[config.mk]
export PLATFORM = sky130hd
export DESIGN_NAME = sysctl_regs
export DESIGN_NICKNAME = d
export VERILOG_FILES = /design/src/rtl/sysctl_pkg.sv /design/src/rtl/sysctl_slots.sv /design/src/rtl/sysctl_cpu.sv /design/src/rtl/sysctl_regs.sv
export SDC_FILE = /design/constraint.sdc
export NUM_CORES = 2
export LEC_CHECK = 0
export BUFFER_PORTS_ARGS = -buffer_cell sky130_fd_sc_hd__buf_2
export CORE_MARGIN = 3
export CORE_UTILIZATION = 50
export DETAILED_ROUTE_END_ITERATION = 16
export GPL_ROUTABILITY_DRIVEN = 0
export MAX_ROUTING_LAYER = met4
export PLACE_DENSITY_LB_ADDON = 0.05
export SETUP_SLACK_MARGIN = 0.5
export SLEW_MARGIN = 20
export SYNTH_ARGS = -nofsm -noshare
export SYNTH_HDL_FRONTEND = slang
export SYNTH_HIERARCHICAL = 1
export SYNTH_SLANG_ARGS = --single-unit
[constraint.sdc]
create_clock -name clk -period 3.39 [get_ports clk]
set_clock_uncertainty 0.15 [all_clocks]
set_input_delay 0.339 -clock clk [delete_from_list [all_inputs] [get_ports clk]]
set_output_delay 0.339 -clock clk [all_outputs]
set_load 0.05 [all_outputs]
[src/rtl/sysctl_pkg.sv]
`timescale 1ns/1ps
package sysctl_pkg;

    typedef enum logic [1:0] {
        VAR_A = 2'd0,
        VAR_B = 2'd1,
        VAR_C = 2'd2
    } variant_e;

    localparam int DW        = 32;
    localparam int AW        = 12;
    localparam int NSLOT     = 16;
    localparam int SLOT_W    = $clog2(NSLOT);
    localparam int MAX_CPU   = 2;
    localparam int SWRST_BIT = 9;
    localparam int LOCK_BIT  = 0;
    localparam int VEC_LSB   = 7;
    localparam int ID_WORDS  = 12;
    localparam logic [AW-1:0] ID_BASE = 12'hFD0;

    // what an offset means for the current variant
    typedef enum logic [3:0] {
        K_BAD,
        K_PLAIN,
        K_DBG_STAT,
        K_DBG_SET,
        K_DBG_CLR,
        K_SWRST,
        K_VEC0,
        K_VEC1,
        K_WAIT,
        K_PWR,
        K_ZERO_RO,
        K_ID
    } kind_e;

    typedef struct packed {
        kind_e             kind;
        logic [SLOT_W-1:0] slot;
    } dec_t;

    // plain storage slots
    localparam logic [SLOT_W-1:0] S_SECCTL  = 4'd0;
    localparam logic [SLOT_W-1:0] S_FDIV    = 4'd1;
    localparam logic [SLOT_W-1:0] S_SDIV    = 4'd2;
    localparam logic [SLOT_W-1:0] S_CFORCE  = 4'd3;
    localparam logic [SLOT_W-1:0] S_SYND    = 4'd4;
    localparam logic [SLOT_W-1:0] S_RMASK   = 4'd5;
    localparam logic [SLOT_W-1:0] S_RETAIN  = 4'd6;
    localparam logic [SLOT_W-1:0] S_NMI     = 4'd7;
    localparam logic [SLOT_W-1:0] S_WAKE    = 4'd8;
    localparam logic [SLOT_W-1:0] S_SPARE   = 4'd9;
    localparam logic [SLOT_W-1:0] S_SNS_SYS = 4'd10;
    localparam logic [SLOT_W-1:0] S_SNS_CPU = 4'd11;
    localparam logic [SLOT_W-1:0] S_SNS0    = 4'd12;
    localparam logic [SLOT_W-1:0] S_SNS1    = 4'd13;
    localparam logic [SLOT_W-1:0] S_SNS2    = 4'd14;
    localparam logic [SLOT_W-1:0] S_SNS3    = 4'd15;

    function automatic dec_t plain(input logic [SLOT_W-1:0] s);
        dec_t d;
        d.kind = K_PLAIN;
        d.slot = s;
        return d;
    endfunction

    function automatic dec_t decode_addr(input variant_e v, input logic [AW-1:0] a);
        dec_t d;
        logic [AW-1:0] w;
        w = {a[AW-1:2], 2'b00};
        d.kind = K_BAD;
        d.slot = '0;
        case (w)
            12'h000: d.kind = K_DBG_STAT;
            12'h004: d.kind = K_DBG_SET;
            12'h008: d.kind = K_DBG_CLR;
            12'h00C: if (v != VAR_A) d = plain(S_SECCTL);
            12'h010: if (v != VAR_A) d = plain(S_FDIV);
            12'h014: if (v != VAR_A) d = plain(S_SDIV);
            12'h018: if (v != VAR_A) d = plain(S_CFORCE);
            12'h100: d = plain(S_SYND);
            12'h104: d = plain(S_RMASK);
            12'h108: d.kind = K_SWRST;
            12'h10C: d = plain(S_RETAIN);
            12'h110: d.kind = K_VEC0;
            12'h114: if (v == VAR_B) d.kind = K_VEC1;
            12'h118: if (v != VAR_C) d.kind = K_WAIT;
            12'h11C: begin
                if (v == VAR_A)      d.kind = K_ZERO_RO;
                else if (v == VAR_B) d = plain(S_NMI);
            end
            12'h120: begin
                if (v == VAR_C) d.kind = K_WAIT;
                else            d = plain(S_WAKE);
            end
            12'h124: begin
                if (v == VAR_B)      d = plain(S_SPARE);
                else if (v == VAR_C) d = plain(S_NMI);
            end
            12'h1FC: if (v == VAR_C) d.kind = K_PWR;
            12'h200: if (v != VAR_A) d = plain(S_SNS_SYS);
            12'h204: if (v == VAR_C) d = plain(S_SNS_CPU);
            12'h20C: if (v == VAR_B) d = plain(S_SNS0);
            12'h210: if (v == VAR_B) d = plain(S_SNS1);
            12'h214: if (v != VAR_A) d = plain(S_SNS2);
            12'h218: if (v != VAR_A) d = plain(S_SNS3);
            default: if (w >= ID_BASE) d.kind = K_ID;
        endcase
        return d;
    endfunction

    function automatic logic [7:0] id_byte(input variant_e v, input logic [3:0] idx);
        logic [7:0] b;
        case (idx)
            4'd0:    b = 8'h04;
            4'd4:    b = 8'h54;
            4'd5:    b = 8'hB8;
            4'd6:    b = (v == VAR_A) ? 8'h0B : 8'h1B;
            4'd8:    b = 8'h0D;
            4'd9:    b = 8'hF0;
            4'd10:   b = 8'h05;
            4'd11:   b = 8'hB1;
            default: b = 8'h00;
        endcase
        return b;
    endfunction

    function automatic logic [DW-1:0] slot_reset(input int i);
        logic [DW-1:0] r;
        if (i == int'(S_SYND))         r = 32'h1;
        else if (i == int'(S_SNS_SYS)) r = 32'h7F;
        else                           r = '0;
        return r;
    endfunction

endpackage

[src/rtl/sysctl_slots.sv]
`timescale 1ns/1ps
module sysctl_slots
    import sysctl_pkg::*;
(
    input  logic                       clk,
    input  logic                       rst,
    input  logic                       we,
    input  logic [SLOT_W-1:0]          wsel,
    input  logic [DW-1:0]              wdata,
    output logic [NSLOT-1:0][DW-1:0]   q
);

    for (genvar i = 0; i < NSLOT; i++) begin : g_slot
        always_ff @(posedge clk) begin
            if (rst)
                q[i] <= slot_reset(i);
            else if (we && wsel == SLOT_W'(i))
                q[i] <= wdata;
        end
    end

endmodule

[src/rtl/sysctl_cpu.sv]
`timescale 1ns/1ps
module sysctl_cpu
    import sysctl_pkg::*;
#(
    parameter variant_e      VARIANT  = VAR_C,
    parameter logic [DW-1:0] WAIT_RST = '0,
    parameter logic [DW-1:0] VEC0_RST = 32'h1000_0000,
    parameter logic [DW-1:0] VEC1_RST = 32'h1000_0000
) (
    input  logic               clk,
    input  logic               rst,
    input  logic               wait_we,
    input  logic               vec0_we,
    input  logic               vec1_we,
    input  logic [DW-1:0]      wdata,
    output logic [DW-1:0]      wait_q,
    output logic [DW-1:0]      vec0_q,
    output logic [DW-1:0]      vec1_q,
    output logic               vec0_locked,
    output logic [MAX_CPU-1:0] cpu_por,
    output logic [DW-1:0]      boot_vec0,
    output logic [DW-1:0]      boot_vec1
);

    localparam int            NCPU     = (VARIANT == VAR_C) ? 1 : 2;
    localparam bit            HAS_LOCK = (VARIANT == VAR_C);
    localparam logic [DW-1:0] VEC_MASK = ~((DW'(1) << VEC_LSB) - DW'(1));

    assign vec0_locked = HAS_LOCK && vec0_q[LOCK_BIT];

    always_ff @(posedge clk) begin
        if (rst) begin
            wait_q <= WAIT_RST;
            vec0_q <= VEC0_RST;
            vec1_q <= VEC1_RST;
        end else begin
            if (wait_we)                 wait_q <= wdata;
            if (vec0_we && !vec0_locked) vec0_q <= wdata;
            if (vec1_we)                 vec1_q <= wdata;
        end
    end

    for (genvar i = 0; i < MAX_CPU; i++) begin : g_cpu
        if (i < NCPU) begin : g_live
            always_ff @(posedge clk) begin
                if (rst) cpu_por[i] <= 1'b0;
                else     cpu_por[i] <= wait_we && wait_q[i] && !wdata[i];
            end
        end else begin : g_idle
            assign cpu_por[i] = 1'b0;
        end
    end

    if (HAS_LOCK) begin : g_masked
        assign boot_vec0 = vec0_q & VEC_MASK;
    end else begin : g_full
        assign boot_vec0 = vec0_q;
    end
    assign boot_vec1 = vec1_q;

endmodule

[src/rtl/sysctl_regs.sv]
`timescale 1ns/1ps
module sysctl_regs
    import sysctl_pkg::*;
#(
    parameter variant_e      VARIANT  = VAR_C,
    parameter logic [DW-1:0] WAIT_RST = '0,
    parameter logic [DW-1:0] VEC0_RST = 32'h1000_0000,
    parameter logic [DW-1:0] VEC1_RST = 32'h1000_0000
) (
    input  logic               clk,
    input  logic               rst,
    input  logic               psel,
    input  logic               penable,
    input  logic               pwrite,
    input  logic [AW-1:0]      paddr,
    input  logic [DW-1:0]      pwdata,
    output logic [DW-1:0]      prdata,
    output logic               access_err,
    output logic               sys_reset_req,
    output logic [MAX_CPU-1:0] cpu_por,
    output logic [DW-1:0]      boot_vec0,
    output logic [DW-1:0]      boot_vec1
);

    localparam logic [DW-1:0] PWR_RST = 32'h3;

    dec_t                     dec;
    logic                     acc, wr, rd, refused, wr_ok;
    logic [DW-1:0]            dbg_q, pwr_q, wait_q, vec0_q, vec1_q;
    logic                     vec0_locked;
    logic [NSLOT-1:0][DW-1:0] slot_q;
    logic [3:0]               id_idx;

    assign dec    = decode_addr(VARIANT, paddr);
    assign acc    = psel && penable;
    assign wr     = acc && pwrite;
    assign rd     = acc && !pwrite;
    assign id_idx = paddr[5:2] - 4'd4;

    always_comb begin
        refused = 1'b0;
        case (dec.kind)
            K_BAD:                      refused = 1'b1;
            K_DBG_STAT, K_ZERO_RO, K_ID: refused = pwrite;
            K_VEC0:                     refused = pwrite && vec0_locked;
            K_PWR:                      refused = pwrite && !pwr_q[0];
            default:                    refused = 1'b0;
        endcase
    end

    assign wr_ok = wr && !refused;

    sysctl_slots u_slots (
        .clk   (clk),
        .rst   (rst),
        .we    (wr_ok && dec.kind == K_PLAIN),
        .wsel  (dec.slot),
        .wdata (pwdata),
        .q     (slot_q)
    );

    sysctl_cpu #(
        .VARIANT  (VARIANT),
        .WAIT_RST (WAIT_RST),
        .VEC0_RST (VEC0_RST),
        .VEC1_RST (VEC1_RST)
    ) u_cpu (
        .clk         (clk),
        .rst         (rst),
        .wait_we     (wr_ok && dec.kind == K_WAIT),
        .vec0_we     (wr_ok && dec.kind == K_VEC0),
        .vec1_we     (wr_ok && dec.kind == K_VEC1),
        .wdata       (pwdata),
        .wait_q      (wait_q),
        .vec0_q      (vec0_q),
        .vec1_q      (vec1_q),
        .vec0_locked (vec0_locked),
        .cpu_por     (cpu_por),
        .boot_vec0   (boot_vec0),
        .boot_vec1   (boot_vec1)
    );

    always_ff @(posedge clk) begin
        if (rst) begin
            dbg_q         <= '0;
            pwr_q         <= PWR_RST;
            sys_reset_req <= 1'b0;
            access_err    <= 1'b0;
        end else begin
            if (wr_ok && dec.kind == K_DBG_SET) dbg_q <= dbg_q | pwdata;
            if (wr_ok && dec.kind == K_DBG_CLR) dbg_q <= dbg_q & ~pwdata;
            if (wr_ok && dec.kind == K_PWR)     pwr_q <= pwdata;
            sys_reset_req <= wr_ok && dec.kind == K_SWRST && pwdata[SWRST_BIT];
            access_err    <= acc && refused;
        end
    end

    always_comb begin
        prdata = '0;
        if (rd) begin
            case (dec.kind)
                K_PLAIN:    prdata = slot_q[dec.slot];
                K_DBG_STAT: prdata = dbg_q;
                K_VEC0:     prdata = vec0_q;
                K_VEC1:     prdata = vec1_q;
                K_WAIT:     prdata = wait_q;
                K_PWR:      prdata = pwr_q;
                K_ID:       prdata = DW'(id_byte(VARIANT, id_idx));
                default:    prdata = '0;
            endcase
        end
    end

endmodule

==> flow_summary_export.csv <==
group,metric,value,unit
status,violations,"setup timing",
clock_network,clock_latency,0.61,ns
drt,drc,0,
synthesis,synthesis.area,32490,sq um
drt,num_vias,26880,
drt,drt_iter0_markers,2706,
worst_setup_path,critPathArrivalTime,3.20,ns
worst_setup_path,slowest_delay,0.60,ns
placed_design,pre_cts_ws,-0.5972,ns
floorplanning,core,63660,sq um
clock_network,clk_path_buf_depth,3,
placed_design,dpl.cell_count,4270,
drt,dr.pass1.iters,6,
pwr,leakage,18.01,nW
worst_setup_path,cp_max_fo,15,
layout,final-seq-area,13390,sq um
floorplanning,dieArea,68070,sq um
timing,worst_pin_slew,0.9373,ns
worst_setup_path,endpoint_kind,"primary output",
floorplanning,die_x,260.9,microns
layout,layout_commonest_cell,"dfxtp_1",
worst_setup_path,crit_type,"in2out",
clock_network,h-tree-depth,3,
placed_design,hpwl,67750,microns
drt,wl_per_cell,24.69,microns
floorplanning,io_pins,149,
layout,area_delta_synth_final,28.84,%
worst_setup_path,crit_top_cell,"buf_12",
pwr,powerDensity,393.9,nW/um^2
timing,hold_viol_final,0,
clock_network,cts.clk_slew.worst_paths,0.05,ns
hold_path,hold_class,"in2reg",
clock_network,cts_tree,"built",
grt,antenna_found_initial,1,
layout,final_cell_mix,"669 x dfxtp_1, 630 x mux2i_1, 560 x nand2b_1, 324 x nand2_1, 225 x buf_4",
layout,final_cell_count_no_fill,4536,
floorplanning,std_cell_rows,92,
grt,grt_pass1_wl,164400,microns
pwr,max-vdd-ir-drop,0.3749,mV
timing,period_minus_slack,3.691,ns
floorplanning,start_util,51.04,%
clock_network,cts_buffers,74,
timing,slew_headroom,37.52,%
synthesis,syn_area_per_cell,9.684,sq um
worst_setup_path,crit_chain,"buf_6 -> or4b_4 -> or4_4 -> o211ai_4 -> or2_4 -> nor2_4 -> buf_12 -> a22oi_2 -> buf_4 -> a31oi_4 -> a211o_4 -> buf_12",
layout,final_core_util,65.76,%
clock_network,cts_root_buf,"clkbuf_16",
layout,fill_cells,4942,
timing,slew_violations,0,
run,drv_cap,0,
grt,grt-ovfl-total,0,
drt,vias_per_cell,5.926,
timing,fmax,270.9,MHz
timing,setup_ws,-0.3010,ns
clock_network,cts_num_sinks,669,
layout,nNetsFinal,3695,
timing,setup-tns-final,-6.640,ns
worst_setup_path,start_kind,"input port",
grt,globalRouteTotalUtil,32.41,%
synthesis,syn_inst,3355,
timing,rsz0062_at_grt,"true",
drt,ant_nets,0,
status,status,"finished with violations",
timing,finalCritPeriodShare,108.9,%
floorplanning,die_h,260.9,microns
worst_setup_path,crit_slowest_cell,"or4_4",
worst_setup_path,required,2.90,ns
grt,grt_pass1_vias,26490,
layout,drive_gt1_share,25.43,%
grt,grt_max_degree,221,
layout,multi_input_area,18510,sq um
synthesis,yosysWarnings,6,
drt,drt_wl_total,112000,microns
timing,setup_violations,54,
placed_design,io_buffers,138,
power breakdown:
part | internal, mW | total (mW) | switching (mW) | leakage (nW)
combinational | 0.272 | 0.707 | 0.435 | 11.5
sequential | 7.86 | 7.86 | 0.000275 | 5.39
clock | 4.61 | 7.92 | 3.31 | 1.17
total | 12.7 | 16.5 | 3.74 | 18.0
what timing repair did:
item                                   CTS  global route
setup endpoints to repair              583           636
hold buffers                            33             0
pin swaps                               50            52
endpoints found under the hold margin  150             0
gates resized for setup                291           116
gates cloned                            28            13
buffers inserted                        38            23
critical path: cells and delay by family:
kind                   cells  cell delay [ns]
buffers and inverters      4             0.58
and+or+nand+nor            4             1.47
AOI/OAI and AO/OA          4             0.79
area by class of cell:
class	instances	share of cell area, %
multi-input cells	2302	44.22
flip-flops and latches	669	32.00
repair buffers	578	15.43
clock buffers	111	5.237
well taps	846	2.529
clock inverters	19	0.3796
inverters	9	0.1704
repair inverters	1	0.02690
diodes	1	0.005978
flip-flops by register name (all words and copies together) (netlist names), named ones only:
name / count
u_slots/q: 506
pwr_q: 32
u_cpu/boot_vec1: 32
u_cpu/vec0_q: 32
u_cpu/wait_q: 32
access_err: 1
sys_reset_req: 1
u_cpu/cpu_por: 1
routing by layer:
| metal | vias to the layer above | track usage [%] | part of all wire, % |
|---|---|---|---|
| met5 | - | - | 0 |
| met4 | 0 | 10.68 | 3.6 |
| met3 | 252 | 4.512 | 6.2 |
| met2 | 1020 | 50.85 | 46 |
| met1 | 13480 | 43.25 | 44 |
| li1 | 12130 | - | - |
final timing paths:
check	from	end	slack, ns	depth (start not counted)
worst min-delay path	pwrite	access_err$_SDFF_PP0_	0.15	4
worst max-delay path	paddr[9]	prdata[7]	-0.30	12
worst max register to register	u_cpu/vec0_q[0]$_SDFFE_PP0P_	u_slots/q[107]$_SDFFE_PP0P_	0.91	12
worst min register to register	pwr_q[11]$_SDFFE_PP0P_	pwr_q[11]$_SDFFE_PP0P_	0.30	2
through the flow:
step,hold WS [ns],instance area (sq um),power [mW]
finish,0.1499,41860,16.49
global route,0.1565,41860,16.91
CTS,0.09911,40840,16.56
detailed placement,0.2938,35840,8.651
global placement,0.2877,35840,8.642
floorplan,0.2794,33360,8.429
Power figures use the tool's default switching activity.
